## config.mk

```make
export PLATFORM = sky130hd
export DESIGN_NAME = xlate_unit
export DESIGN_NICKNAME = d
export VERILOG_FILES = /design/src/rtl/xlate_pkg.sv /design/src/rtl/xlate_regs.sv /design/src/rtl/xlate_cam.sv /design/src/rtl/xlate_pick.sv /design/src/rtl/xlate_unit.sv
export SDC_FILE = /design/constraint.sdc
export NUM_CORES = 1
export LEC_CHECK = 0
export BUFFER_PORTS_ARGS = -buffer_cell sky130_fd_sc_hd__buf_4
export CAP_MARGIN = 20
export CORE_ASPECT_RATIO = 2
export CORE_MARGIN = 5
export CORE_UTILIZATION = 37
export CTS_CLUSTER_DIAMETER = 40
export DETAILED_ROUTE_END_ITERATION = 7
export PLACE_DENSITY = 0.51
export SLEW_MARGIN = 20
export SYNTH_ARGS = -nofsm -noshare
export SYNTH_HDL_FRONTEND = slang
export SYNTH_HIERARCHICAL = 1
export SYNTH_SLANG_ARGS = --single-unit
```

## constraint.sdc

```tcl
create_clock -name clk -period 8.05 [get_ports clk]
set_input_delay 1.61 -clock clk [delete_from_list [all_inputs] [get_ports clk]]
set_output_delay 1.61 -clock clk [all_outputs]
set_load 0.005 [all_outputs]
```

## src/rtl/xlate_pkg.sv

```systemverilog
package xlate_pkg;
    localparam int unsigned WORD_W = 32;
    typedef logic [WORD_W-1:0] word_t;
endpackage

```

## src/rtl/xlate_regs.sv

```systemverilog
module xlate_regs
    import xlate_pkg::*;
#(
    parameter int unsigned ENTRIES    = 4,
    parameter int unsigned PID_W      = 8,
    parameter logic [31:0] PID_ADDR   = 32'h2000_0080,
    parameter logic [31:0] FAULT_ADDR = 32'h2000_0090,
    parameter logic [31:0] TBL_ADDR   = 32'h2000_00a0
) (
    input  logic                      clk,
    input  logic                      rst_n,
    input  logic                      bus_we,
    input  word_t                     bus_addr,
    input  word_t                     bus_wdata,
    output word_t                     bus_rdata,
    input  logic                      miss_ev,
    input  word_t                     miss_page,
    output logic [PID_W-1:0]          pid_o,
    output logic [ENTRIES-1:0][31:0]  tag_o,
    output logic [ENTRIES-1:0][31:0]  phys_o,
    output word_t                     fault_o,
    output logic                      irq_o
);
    localparam logic [31:0] TBL_BYTES = 32'(ENTRIES * 8);

    typedef struct packed {
        logic [ENTRIES-1:0][31:0] tag;
        logic [ENTRIES-1:0][31:0] phys;
        logic [PID_W-1:0]         pid;
        logic [31:0]              fault;
        logic                     irq;
    } state_t;

    state_t st_d, st_q;
    word_t  tbl_off;
    logic   tbl_hit;

    assign tbl_off = bus_addr - TBL_ADDR;
    assign tbl_hit = (bus_addr >= TBL_ADDR) && (tbl_off < TBL_BYTES);

    always_comb begin
        st_d = st_q;
        if (bus_we && tbl_hit) begin
            for (int i = 0; i < int'(ENTRIES); i++) begin
                if (tbl_off[31:3] == 29'(i)) begin
                    if (tbl_off[2]) st_d.phys[i] = bus_wdata;
                    else            st_d.tag[i]  = bus_wdata;
                end
            end
            st_d.irq = 1'b0;
        end
        if (bus_we && (bus_addr == PID_ADDR)) begin
            st_d.pid = bus_wdata[PID_W-1:0];
        end
        // a fault raised in the same cycle outranks the clear
        if (miss_ev) begin
            st_d.fault = miss_page;
            st_d.irq   = 1'b1;
        end
    end

    always_ff @(posedge clk or negedge rst_n) begin
        if (!rst_n) st_q <= '0;
        else        st_q <= st_d;
    end

    always_comb begin
        bus_rdata = '0;
        if (bus_addr == PID_ADDR)        bus_rdata = {{(32-PID_W){1'b0}}, st_q.pid};
        else if (bus_addr == FAULT_ADDR) bus_rdata = st_q.fault;
    end

    assign pid_o   = st_q.pid;
    assign tag_o   = st_q.tag;
    assign phys_o  = st_q.phys;
    assign fault_o = st_q.fault;
    assign irq_o   = st_q.irq;
endmodule

```

## src/rtl/xlate_cam.sv

```systemverilog
module xlate_cam #(
    parameter int unsigned ENTRIES   = 4,
    parameter int unsigned PAGE_BITS = 12,
    parameter int unsigned PID_W     = 8
) (
    input  logic [ENTRIES-1:0][31:0] tag_i,
    input  logic [31-PAGE_BITS:0]    vpage_i,
    input  logic [PID_W-1:0]         pid_i,
    input  logic                     store_i,
    output logic [ENTRIES-1:0]       hit_o
);
    logic [31:0] key;
    assign key = {vpage_i, {PAGE_BITS{1'b0}}} | {{(31-PID_W){1'b0}}, pid_i, 1'b0};

    for (genvar g = 0; g < int'(ENTRIES); g++) begin : g_ent
        logic tag_eq;
        assign tag_eq   = ({tag_i[g][31:1], 1'b0} == key);
        assign hit_o[g] = tag_eq && (!store_i || tag_i[g][0]);
    end
endmodule

```

## src/rtl/xlate_pick.sv

```systemverilog
module xlate_pick #(
    parameter int unsigned ENTRIES = 4
) (
    input  logic [ENTRIES-1:0] hit_i,
    output logic [ENTRIES-1:0] grant_o,
    output logic               any_o
);
    always_comb begin
        logic seen;
        seen    = 1'b0;
        grant_o = '0;
        for (int i = 0; i < int'(ENTRIES); i++) begin
            grant_o[i] = hit_i[i] && !seen;
            seen       = seen || hit_i[i];
        end
    end
    assign any_o = |hit_i;
endmodule

```

## src/rtl/xlate_unit.sv

```systemverilog
module xlate_unit
    import xlate_pkg::*;
#(
    parameter int unsigned ENTRIES    = 4,
    parameter int unsigned PAGE_BITS  = 12,
    parameter int unsigned PID_W      = 8,
    parameter logic [31:0] PID_ADDR   = 32'h2000_0080,
    parameter logic [31:0] FAULT_ADDR = 32'h2000_0090,
    parameter logic [31:0] TBL_ADDR   = 32'h2000_00a0
) (
    input  logic  clk,
    input  logic  rst_n,
    input  logic  xl_req,
    input  word_t xl_vaddr,
    input  logic  xl_user,
    input  logic  xl_write,
    output word_t xl_paddr,
    output logic  xl_miss,
    input  logic  bus_we,
    input  word_t bus_addr,
    input  word_t bus_wdata,
    output word_t bus_rdata,
    output logic  irq_o
);
    logic [PID_W-1:0]         pid_q;
    logic [ENTRIES-1:0][31:0] tag_q;
    logic [ENTRIES-1:0][31:0] phys_q;
    word_t                    fault_q;
    logic [ENTRIES-1:0]       hit;
    logic [ENTRIES-1:0]       grant;
    logic                     any_hit;
    logic                     bypass;
    word_t                    phys_sel;
    word_t                    miss_page;

    assign bypass    = (pid_q == '0) || !xl_user;
    assign xl_miss   = xl_req && !bypass && !any_hit;
    assign miss_page = {xl_vaddr[31:PAGE_BITS], {PAGE_BITS{1'b0}}};

    xlate_regs #(
        .ENTRIES(ENTRIES), .PID_W(PID_W),
        .PID_ADDR(PID_ADDR), .FAULT_ADDR(FAULT_ADDR), .TBL_ADDR(TBL_ADDR)
    ) u_regs (
        .clk(clk), .rst_n(rst_n),
        .bus_we(bus_we), .bus_addr(bus_addr), .bus_wdata(bus_wdata), .bus_rdata(bus_rdata),
        .miss_ev(xl_miss), .miss_page(miss_page),
        .pid_o(pid_q), .tag_o(tag_q), .phys_o(phys_q), .fault_o(fault_q), .irq_o(irq_o)
    );

    xlate_cam #(.ENTRIES(ENTRIES), .PAGE_BITS(PAGE_BITS), .PID_W(PID_W)) u_cam (
        .tag_i(tag_q), .vpage_i(xl_vaddr[31:PAGE_BITS]), .pid_i(pid_q),
        .store_i(xl_write), .hit_o(hit)
    );

    xlate_pick #(.ENTRIES(ENTRIES)) u_pick (
        .hit_i(hit), .grant_o(grant), .any_o(any_hit)
    );

    always_comb begin
        phys_sel = '0;
        for (int i = 0; i < int'(ENTRIES); i++) begin
            if (grant[i]) phys_sel = phys_sel | phys_q[i];
        end
    end

    always_comb begin
        if (!bypass && any_hit) xl_paddr = phys_sel | {{(32-PAGE_BITS){1'b0}}, xl_vaddr[PAGE_BITS-1:0]};
        else                    xl_paddr = xl_vaddr;
    end
endmodule

```

# ---- After elaboration in Yosys (flattened, before gate mapping)
# Cells that the tools add are included.
dict set report totals {
  register_bits 285
  inputBits 102
  output_inout_bits 66
}
dict set report op_classes {
  n_addsub 1
  magnitude_cmp 2
  n_eq_ne 9
  mux 9
  bitwise_logic 6
  reduce_logical 39
}
# operator count
set op_table {}
lappend op_table {{32-bit two-way mux} 7}
lappend op_table {{32-bit == test} 4}
lappend op_table {{32-bit OR} 3}
lappend op_table {{32-bit by 30-bit == test with 1-bit output (second input constant)} 2}
lappend op_table {{29-bit by 2-bit == test with 1-bit output (second input constant)} 2}
lappend op_table {{32-bit by 30-bit >= comparator with 1-bit output (second input constant)} 1}
lappend op_table {{32-bit by 6-bit < comparator with 1-bit output (second input constant)} 1}
lappend op_table {{32-bit by 12-bit OR with 32-bit output} 1}
lappend op_table {{32-bit by 9-bit OR with 32-bit output} 1}
lappend op_table {{32-bit by 30-bit subtractor with 32-bit output (second input constant)} 1}
lappend op_table {{29-bit by 1-bit == test with 1-bit output (second input constant)} 1}
lappend op_table {{29-bit zero test} 1}
lappend op_table {{3-bit AND reduction} 8}
lappend op_table {{1-bit logical AND} 13}
lappend op_table {{8-bit zero test} 1}
lappend op_table {{1-bit zero test} 7}
lappend op_table {{1-bit logical OR} 7}
lappend op_table {{4-bit OR reduction} 1}
lappend op_table {{1-bit two-way mux} 2}
lappend op_table {{2-bit nonzero test} 1}
lappend op_table {{1-bit NOT} 1}

# ---- Logic depth before layout (Yosys ltp)
# Gate-level depths: netlist (run 1).
dict set report depth {
  depth_word 12
  ltp_mapped 11
  depth_no_buf 9
}

# ---- Cells and area by module
# The synthesis (run 1) kept the hierarchy.
# module instances cells_each area_each_um2 seq_area_each_um2
set by_module_without_submodules {}
lappend by_module_without_submodules {xlate_regs 1 789 12794.8 7432.1}
lappend by_module_without_submodules {xlate_cam 1 160 1271.2 0.0}
lappend by_module_without_submodules {xlate_unit 1 139 1111.1 0.0}
lappend by_module_without_submodules {xlate_pick 1 5 37.5 0.0}

# ---- Least setup slack after synthesis (run 1)
# OpenSTA, ideal clock, no wires.
dict set report synth_path {
  kind {input to output}
  from {input xl_vaddr[31]}
  to {output xl_paddr[17]}
  arrival_time_ns 3.351
  slack_ns 3.089
  path_stages 9
  n_path_buf 1
  cell_sequence {xor2_1 nor4_1 nand4_1 nor2_1 nor4b_1 clkbuf_1 a22oi_1 nand2_1 mux2_4}
}
dict set report synth_via {
  elab_cells_between_ends 28
  cone_classes {eq/ne: 4; mux: 5; bitwise: 5; reduce/logical: 14}
}
# item line_no
set synth_rtl {}
lappend synth_rtl {{from (decl)} xlate_unit.sv:14} ;# input word_t xl_vaddr,
lappend synth_rtl {{32-bit by 9-bit OR with 32-bit output} xlate_cam.sv:13} ;# assign key = {vpage_i, {PAGE_BITS{1'b0}}} | {{(31-PID_W){1'b0}}, pid_i, 1'b0};
lappend synth_rtl {{32-bit == test} xlate_cam.sv:17} ;# assign tag_eq = ({tag_i[g][31:1], 1'b0} == key);
lappend synth_rtl {{1-bit logical AND} xlate_cam.sv:18} ;# assign hit_o[g] = tag_eq && (!store_i || tag_i[g][0]);
lappend synth_rtl {{net hit[3]} xlate_unit.sv:29} ;# logic [ENTRIES-1:0] hit;
lappend synth_rtl {{1-bit logical AND} xlate_pick.sv:13} ;# grant_o[i] = hit_i[i] && !seen;
lappend synth_rtl {{net grant[3]} xlate_unit.sv:30} ;# logic [ENTRIES-1:0] grant;
lappend synth_rtl {{32-bit two-way mux} xlate_unit.sv:62} ;# if (grant[i]) phys_sel = phys_sel | phys_q[i];
lappend synth_rtl {{32-bit by 12-bit OR with 32-bit output} xlate_unit.sv:67} ;# if (!bypass && any_hit) xl_paddr = phys_sel | {{(32-PAGE_BITS){1'b0}}, xl_vaddr[PAGE_BITS-1:0]};
lappend synth_rtl {{32-bit two-way mux} xlate_unit.sv:67}
lappend synth_rtl {{to (decl)} xlate_unit.sv:17} ;# output word_t xl_paddr,
# The timed path passes the listed nets, and every way through them passes these cells.

# ---- Worst setup path in the final report (run 1)
dict set report layout_path {
  from {input xl_vaddr[27]}
  to {output xl_paddr[27]}
}
dict set report layout_via {
  elab_chain_cells 12
  elab_cells_between_ends 28
  cone_classes {eq/ne: 4; mux: 5; bitwise: 5; reduce/logical: 14}
}
# item line_no
set layout_lines {}
lappend layout_lines {{32-bit by 9-bit OR with 32-bit output *} xlate_cam.sv:13}
lappend layout_lines {{32-bit == test *} xlate_cam.sv:17}
lappend layout_lines {{1-bit logical AND *} xlate_cam.sv:18}
lappend layout_lines {{net hit[0]} xlate_unit.sv:29}
lappend layout_lines {{1-bit zero test *} xlate_pick.sv:13}
lappend layout_lines {{1-bit logical AND *} xlate_pick.sv:13}
lappend layout_lines {{net grant[1]} xlate_unit.sv:30}
lappend layout_lines {{32-bit two-way mux *} xlate_unit.sv:62}
lappend layout_lines {{32-bit OR} xlate_unit.sv:62}
lappend layout_lines {{32-bit two-way mux *} xlate_unit.sv:62}
lappend layout_lines {{32-bit OR} xlate_unit.sv:62}
lappend layout_lines {{32-bit two-way mux *} xlate_unit.sv:62}
lappend layout_lines {{32-bit by 12-bit OR with 32-bit output *} xlate_unit.sv:67}
lappend layout_lines {{32-bit two-way mux *} xlate_unit.sv:67}
# The timed path passes the listed nets; every way through them passes the cells marked *.

==> qor.yml, run 1 <==
status: "completed"
cts_hold_buf: 0
crit_fanout: 19
finClkSkew_ns: 0.0102
required_ns: 6.44
numCtsBuffers: 31
seq_area_sq_um: 7430
cp.arrival_ns: 4.94
ys_types: 58
antenna_found_initial: 0
layout.filler_cells: 3737
p_per_area_nw_per_um2: 183
setup_tns_ns: 0
synth_compound_area_share_pct: 5.53
startpoint_type: "input pin"
yosys.area_share.xor_xnor_pct: 6.50
slew_headroom_pct: 31.7
antenna_cells: 0
syn_area_sq_um: 15200
p_leak_nw: 9.63
ys.flop_type: "dfrtp_1"
cts_resized: 0
viasPerCell: 5.23
root_buffer: "clkbuf_16"
place_congestion: 0.895
ant_nets: 0
hp-class: "reg -> reg"
cts_setup_buffers: 0
grt_max_degree: 129
coreArea_sq_um: 40900
synth.area.mux_share_pct: 28.9
cts-htree-levels: 1
die_area_sq_um: 45500
post_drt_wl_per_cell_microns: 24.5
drt_iter0_drc: 356
utilization_pct: 44.5
synth.top_cell.area_share_pct: 48.8
grt_usage_pct: 19.3
hold_viol: 0
start_util_pct: 37.2
vdd_drop_max_mv: 0.130
synth_top_family_by_area: "multiplexers"
yosys_register_bits: 297
drc: 0
tightest_slew_ns: 1.02
worstSetupPathType: "in -> out"
totalWireLength_microns: 44700
die_w_microns: 153
fmax_mhz: 153
cp-end-kind: "output port"
finalNetCount: 1373
yosysTopAreaCell: "dfrtp_1"
numPortBuffers: 167
mostFrequentLayoutCell: "dfrtp_1"
die_y_microns: 297
syn_avg_cell_area_sq_um: 13.9
vias: 9558
clkTransAtPathRegs_ns: 0.07
synth-edff-count: 0
drt-pass1-iter-count: 4
whs_ns: 0.493
clk_path_buf_depth: 3
io_pins: 168
maxSlewViolCount: 0
setup_viol: 0
layout_common_cells: "dfrtp_1 (297), mux2_4 (200), buf_4 (184), xor2_1 (112), mux2_2 (70)"
synthAdderAreaFrac_pct: 0.164
yosys-top-cells-area: "dfrtp_1 (49%), mux2_4 (20%), xor2_1 (6.4%)"
multi_input_area_sq_um: 7450
row_count: 105
yosysSeqAreaShare_pct: 48.8
async_flop_share_pct: 100
cts.sinks: 297
drive_gt1_share_pct: 41.8
syn_to_final_growth_pct: 19.5
grt_pass1_wl_microns: 68000
min_period_over_period_pct: 81.4
cts_tree: "done"
synth-simple-area-share_pct: 7.15
rsz0062_at_grt: "no"
syn-instance-count: 1093
clk_latency_ns: 0.57
grt_pass1_vias: 10500
yosys_warnings: 6
period_needed_ns: 6.55
dpl.hpwl_microns: 30900
cap_violations: 0
overflow: 0
==> worst max-delay path: stages <==
cell	delay, ns
buf_4	0.17
xor2_1	0.18
nor4_1	0.52
nand4_1	0.18
nor2_2	0.82
nor2b_2	0.39
buf_4	0.34
a22oi_1	0.20
nand2_1	0.08
mux2_4	0.26
buf_4	0.13
==> report_power, final <==
group          switching, mW  total (mW)  internal (mW)  leakage, nW
clock                  0.658        1.62          0.964        0.565
combinational          0.121       0.201         0.0796         4.93
sequential           0.00264        1.50           1.50         4.13
==> cell type report <==
type / instances / share of cell area, %
clock buffer: 33 / 4.42
clock inverter: 24 / 1.95
inverter: 9 / 0.186
multi-input combinational: 742 / 41.0
sequential: 297 / 40.9
tap: 535 / 3.68
timing repair buffer: 188 / 7.91
==> registers in the layout (all words and copies together), names as in the netlist <==
register	cells
u_regs/fault_o	32
u_regs/irq_o	1
u_regs/phys_o	128
u_regs/pid_o	8
u_regs/tag_o	128
==> cells in the mapped netlist (11+ instances only) <==
library cell  count
a221oi_1         12
nor2_1           23
nand4_1          15
mux2_4          200
buf_6            23
clkbuf_1         21
o21bai_1         12
buf_2            11
a22oi_1          40
nor4_1           31
and2_1           25
dfrtp_1         297
nand2_1          27
xor2_1          112
mux2_2           70
a22o_1           12
mux2_1           46
==> logic make-up after synthesis <==
family	Yosys count
simple gates	183
flops	297
compound gates	107
fa+ha+maj	2
mux	325
other cells	1
xor+xnor	113
buf+inv	65
==> path summary, 6_finish.rpt <==
path / from / endpoint / slack [ns] / depth (start not counted)
setup / recovery: xl_vaddr[27] / xl_paddr[27] / 1.50 / 11
hold / removal: u_regs/tag_o[96]$_DFFE_PN0P_ / u_regs/tag_o[96]$_DFFE_PN0P_ / 0.49 / 1
setup reg to reg: u_regs/pid_o[6]$_DFFE_PN0P_ / u_regs/fault_o[15]$_DFFE_PN0P_ / 4.44 / 9
hold reg to reg: u_regs/tag_o[96]$_DFFE_PN0P_ / u_regs/tag_o[96]$_DFFE_PN0P_ / 0.49 / 1
max in group asynchronous: rst_n / u_regs/fault_o[25]$_DFFE_PN0P_ / 5.71 / 2
min in group asynchronous: rst_n / u_regs/phys_o[74]$_DFFE_PN0P_ / 1.07 / 1
==> routing by layer <==
layer,wire length [microns],share of wire [%],GRT usage [%],up-vias
met1,17300,39,22.4,5002
met5,0,0,0,-
li1,-,-,-,4333
met4,865,1.9,4.40,0
met2,25200,56,37.8,181
met3,1360,3.0,2.08,42
==> metrics by stage <==
stage | total power, mW | std cells | setup WS [ns] | cell area [sq um]
finish | 3.32 | 1828 | 1.50 | 18200
global route | 3.44 | 1828 | 1.25 | 18200
CTS | 3.37 | 1828 | 1.37 | 18200
detailed placement | 1.74 | 1771 | 1.40 | 17000
global placement | 1.73 | 1770 | 1.44 | 17000
floorplan | 1.58 | 1104 | 3.09 | 15300
(Power assumes the default switching activity.)
==> run 2: changes to the inputs <==
Clock period 8.05 ns to 6.4 ns, I/O delays scaled along.
==> qor.yml, run 2 (synthesized netlist as in run 1, its figures left out) <==
antenna_cells: 0  # unchanged
clk_path_buf_depth: 3  # unchanged
fmax_mhz: 183
antenna_found_initial: 0  # unchanged
hold_depth: 1  # unchanged
cp-end-kind: "output port"
crit_fanout: 20  # +1
r2r_setup_slack_ns: 2.95  # -1.49 ns
grt_max_degree: 145  # +12%
worstSetupPathType: "in -> out"
min_period_over_period_pct: 85.4
drive_gt1_share_pct: 42.1  # +0.33 points
clk_latency_ns: 0.54  # -0.03 ns
drt-pass1-iter-count: 4  # unchanged
drc: 0  # unchanged
crit_path_frequent_cell: "buf_4"
numCtsBuffers: 34  # +9.7%
critical_path_buf_inv_count: 3  # unchanged
grt_pass1_vias: 10500  # +0.12%
setup_tns_ns: 0  # unchanged
vias: 9535  # -0.24%
path_cells: "buf_4 > a2111oi_1 > nand4_1 > nor2_2 > or4_1 > nand2_1 > a21oi_4 > buf_12 > mux2_4 > buf_4"
die_y_microns: 297  # unchanged
mostFrequentLayoutCell: "dfrtp_1"
cts_tree: "done"
stdcell_area_sq_um: 18200  # +0.18%
maxSlewViolCount: 0  # unchanged
tightest_slew_ns: 0.985  # -0.0374 ns
root_buffer: "clkbuf_16"
io_pins: 168  # unchanged
cts_setup_buffers: 0  # unchanged
slowest_stage: "a2111oi_1"
cp.arrival_ns: 4.19  # -0.75 ns
period_needed_ns: 5.47
status: "completed"
post_drt_wl_per_cell_microns: 24.3  # -0.64%
row_count: 105  # unchanged
die_area_sq_um: 45500  # unchanged
layout_common_cells: "dfrtp_1 (297), mux2_4 (200), buf_4 (190), xor2_1 (112), mux2_2 (70)"
drt_iter0_drc: 403  # +13%
syn_to_final_growth_pct: 19.7
p_per_area_nw_per_um2: 228  # +25%
finalNetCount: 1381  # +0.58%
cap_violations: 0  # unchanged
min_from: "u_regs/tag_o[74]$_DFFE_PN0P_"
grt_usage_pct: 19.2  # -0.18 points
overflow: 0  # unchanged
die_w_microns: 153  # unchanged
p_leak_nw: 9.65  # +0.28%
r2r-end: "u_regs/fault_o[22]$_DFFE_PN0P_"
cpPeakStageDelay_ns: 0.76  # -0.06 ns
coreArea_sq_um: 40900  # unchanged
r2r_cells: 10  # +1
rsz0062_at_grt: "no"
hp-class: "reg -> reg"
totalWireLength_microns: 44600  # -0.15%
dpl.hpwl_microns: 30900  # -0.26%
ant_nets: 0  # unchanged
place_area_sq_um: 17100  # +0.28%
start_util_pct: 37.2  # unchanged
finClkSkew_ns: 0.0239  # +0.0137 ns
required_ns: 5.12  # -1.32 ns
startpoint_type: "input pin"
cts_hold_buf: 0  # unchanged
slew_headroom_pct: 34.3  # +2.6 points
setup_viol: 0  # unchanged
reg2reg_from: "u_regs/pid_o[5]$_DFFE_PN0P_"
place_congestion: 0.914  # +2.1%
vdd_drop_max_mv: 0.141  # +8.3%
clkTransAtPathRegs_ns: 0.06  # about the same
cts.sinks: 297  # unchanged
cts-htree-levels: 2  # +1
viasPerCell: 5.19  # -0.73%
hold_end: "u_regs/tag_o[74]$_DFFE_PN0P_"
numPortBuffers: 167  # unchanged
hold_viol: 0  # unchanged
critPathTopFamily: "simple AND/OR/NAND/NOR gates"
cts_resized: 0  # unchanged
grt_pass1_wl_microns: 67200  # -1.2%
-- run 2: cell types whose count changed in the layout (fill, tap and decap cells not counted) --
cell / change
buf_12: +1
clkbuf_16: +3
inv_8: -2
buf_6: -1
buf_4: +6
clkbuf_8: +5
clkinv_2: +1
clkdlybuf4s18_2: -1
inv_6: +1
clkbuf_1: +1
bufinv_16: -5
-- run 2: worst max-delay path by stage --
stage | slack, ns | cells past startpoint | end | from
floorplan | 2.10 | 9 | xl_paddr[17] | xl_vaddr[31]
global placement | 0.56 | 10 | xl_paddr[31] | xl_write
detailed placement | 0.90 | 10 | xl_paddr[31] | xl_write
CTS | 0.88 | 10 | xl_paddr[31] | xl_write
global route | 0.82 | 9 | bus_rdata[12] | bus_addr[11]
finish | 0.93 | 10 | xl_paddr[31] | xl_write
-- run 2: area by class of cell --
| class | count | area (sq um) |
|---|---|---|
| Fill cell | 3780 | 22600 |
| Multi-Input combinational cell | 742 | 7450 |
| Sequential cell | 297 | 7430 |
| Timing Repair Buffer | 193 | 1480 |
| Clock buffer | 42 | 951 |
| Tap cell | 535 | 669 |
| Clock inverter | 19 | 195 |
| Inverter | 9 | 33.8 |
-- run 2: worst reg2reg max path, delay by kind of cell (launching register included) --
| kind | cells | cell delay (ns) |
|---|---|---|
| AOI/OAI and AO/OA | 1 | 0.18 |
| muxes | 1 | 0.43 |
| xor gates and xnor gates | 1 | 0.22 |
| buffers and inverters | 2 | 0.65 |
| DFF | 1 | 0.65 |
| and+or+nand+nor | 5 | 1.21 |
-- run 2: through the flow --
step,total power [mW],utilization [%],setup WS [ns],cells,hold WS [ns]
after global placement,2.18,41.8,0.564,1776,0.472
after global routing,4.30,44.6,0.819,1837,0.500
after detailed placement,2.19,41.8,0.903,1776,0.476
after floorplan,1.99,-,2.10,1104,0.458
final,4.15,44.6,0.932,1837,0.489
after CTS,4.22,44.6,0.882,1837,0.492
-- run 2: power by group --
group	internal (mW)	switching, mW	total, mW	leakage, nW
registers	1.89	0.00365	1.89	4.13
clock network	1.16	0.848	2.00	0.565
logic	0.101	0.154	0.255	4.95
-- run 2: layer usage --
metal	global-route usage (%)	up-vias	part of all wire, %
met2	36.9	206	56
met4	5.56	0	2.4
li1	-	4346	-
met5	0	-	0
met3	2.23	56	3.0
met1	21.9	4927	39
==> run 3: changes to the inputs <==
Settings changed: PLACE_DENSITY 0.51 to not set, PLACE_DENSITY_LB_ADDON set to 0.08.
==> qor.yml, run 3 (synthesized netlist as in run 1, its figures left out) <==
dpl.hpwl_microns: 32000  # +3.7%
cts-htree-levels: 2  # unchanged
cts.sinks: 297  # unchanged
totalWireLength_microns: 46200  # +3.5%
required_ns: 5.12  # about the same
placedCellCount: 1778  # +0.11%
cts_setup_buffers: 0  # unchanged
cts_tree: "done"
critical_path_buf_inv_count: 3  # unchanged
cts_hold_buf: 0  # unchanged
grt_max_degree: 147  # +1.4%
path_cells: "buf_4 > xor2_1 > nor4_1 > nand4_1 > nor2_1 > or4_1 > nand2_1 > a21oi_4 > buf_12 > mux2_4 > buf_4"
io_pins: 168  # unchanged
viasPerCell: 5.25  # +1.1%
min_period_over_period_pct: 81.7  # -3.7 points
cp-end-kind: "output port"
row_count: 105  # unchanged
grt_pass1_vias: 10700  # +1.8%
p_per_area_nw_per_um2: 232  # +1.7%
die_w_microns: 153  # unchanged
numCtsBuffers: 35  # +2.9%
crit_fanout: 20  # unchanged
period_needed_ns: 5.23  # -0.238 ns
post_drt_wl_per_cell_microns: 25.1  # +3.3%
stdcell_count: 1841  # +0.22%
p_leak_nw: 9.69  # +0.35%
power_mw: 4.24  # +2.2%
cts_resized: 0  # unchanged
finalNetCount: 1384  # +0.22%
critPathTopFamily: "simple AND/OR/NAND/NOR gates"
maxSlewViolCount: 0  # unchanged
ant_nets: 0  # unchanged
layout_common_cells: "dfrtp_1 (297), mux2_4 (200), buf_4 (192), xor2_1 (112), mux2_2 (70)"
grt_pass1_wl_microns: 70000  # +4.2%
slew_headroom_pct: 41.1  # +6.8 points
tightest_slew_ns: 0.861  # -0.125 ns
vias: 9664  # +1.4%
crit_path_frequent_cell: "buf_4"
cpPeakStageDelay_ns: 0.70  # -0.06 ns
hold_viol: 0  # unchanged
die_y_microns: 297  # unchanged
drt_iter0_drc: 398  # -1.2%
root_buffer: "clkbuf_16"
rsz0062_at_grt: "no"
finClkSkew_ns: 0.0245  # +0.000550 ns
worstSetupPathType: "in -> out"
fmax_mhz: 191  # +4.5%
cp.arrival_ns: 3.95  # -0.24 ns
vdd_drop_max_mv: 0.137  # -2.7%
antenna_found_initial: 1  # +1
clk_latency_ns: 0.53  # about the same
start_util_pct: 37.2  # unchanged
startpoint_type: "input pin"
slowest_stage: "nor4_1"
drt-pass1-iter-count: 4  # unchanged
setup_viol: 0  # unchanged
grt_usage_pct: 20.0  # +0.88 points
cap_violations: 0  # unchanged
status: "completed"
die_area_sq_um: 45500  # unchanged
setup_tns_ns: 0  # unchanged
syn_to_final_growth_pct: 20.2
hp-class: "reg -> reg"
mostFrequentLayoutCell: "dfrtp_1"
drc: 0  # unchanged
coreArea_sq_um: 40900  # unchanged
clkTransAtPathRegs_ns: 0.06  # about the same
drive_gt1_share_pct: 41.9  # -0.17 points
place_congestion: 0.846  # -7.5%
clk_path_buf_depth: 3  # unchanged
overflow: 0  # unchanged
numPortBuffers: 167  # unchanged
[run 3: cell count changes in the layout (fill, tap and decap cells not counted), moves of 2 or more]
cell and delta:
clkbuf_1 +4, clkinv_4 -4, buf_4 +2, bufinv_16 +2, clkbuf_16 +2, clkbuf_8 -2
inv_6 -2
[run 3: worst paths after layout]
check                                                   from                             end  slack [ns]  depth (start not counted)
max in group asynchronous                              rst_n  u_regs/phys_o[126]$_DFFE_PN0P_        4.29                          2
min in group asynchronous                              rst_n   u_regs/phys_o[74]$_DFFE_PN0P_        0.76                          1
worst max register to register   u_regs/pid_o[3]$_DFFE_PN0P_  u_regs/fault_o[30]$_DFFE_PN0P_        2.98                          9
worst max-delay path                            xl_vaddr[19]                    xl_paddr[26]        1.17                         11
worst min-delay path            u_regs/tag_o[75]$_DFFE_PN0P_    u_regs/tag_o[75]$_DFFE_PN0P_        0.49                          1
worst min register to register  u_regs/tag_o[75]$_DFFE_PN0P_    u_regs/tag_o[75]$_DFFE_PN0P_        0.49                          1
[run 3: final cells by class]
| type | instances | area (sq um) |
|---|---|---|
| antenna | 1 | 2.50 |
| clock buffer | 46 | 988 |
| clock inverter | 16 | 214 |
| fill | 3760 | 22600 |
| inverter | 9 | 33.8 |
| multi-input combinational | 742 | 7450 |
| sequential | 297 | 7430 |
| tap | 535 | 669 |
| timing repair buffer | 195 | 1500 |
[run 3: report_power, final]
| group | internal [mW] | switching, mW |
|---|---|---|
| registers | 1.89 | 0.00383 |
| logic | 0.102 | 0.157 |
| clock network | 1.26 | 0.827 |
| total | 3.25 | 0.988 |
[run 3: metrics by stage]
stage,utilization [%],instance area [sq um],hold slack (ns),setup slack (ns)
finish,44.8,18300,0.486,1.17
global route,44.7,18300,0.502,1.06
CTS,44.7,18300,0.491,1.16
detailed placement,41.8,17100,0.478,1.19
global placement,41.8,17100,0.470,1.17
floorplan,-,15300,0.458,2.10
[run 3: routing by layer]
metal / vias to the layer above / GRT usage (%) / wire length [microns]
li1: 4351 / - / -
met1: 5025 / 23.0 / 17900
met2: 222 / 38.2 / 25500
met3: 66 / 2.67 / 1520
met4: 0 / 5.98 / 1310
met5: - / 0 / 0
[run 3: worst register-to-register path: stages, from the launching register on]
cell	delay [ns]
dfrtp_1	0.70
xor2_1	0.34
nor4_1	0.11
nand4_1	0.18
nor2_4	0.09
or4_1	0.54
nand3b_1	0.22
a21oi_4	0.16
buf_4	0.53
mux2_2	0.43
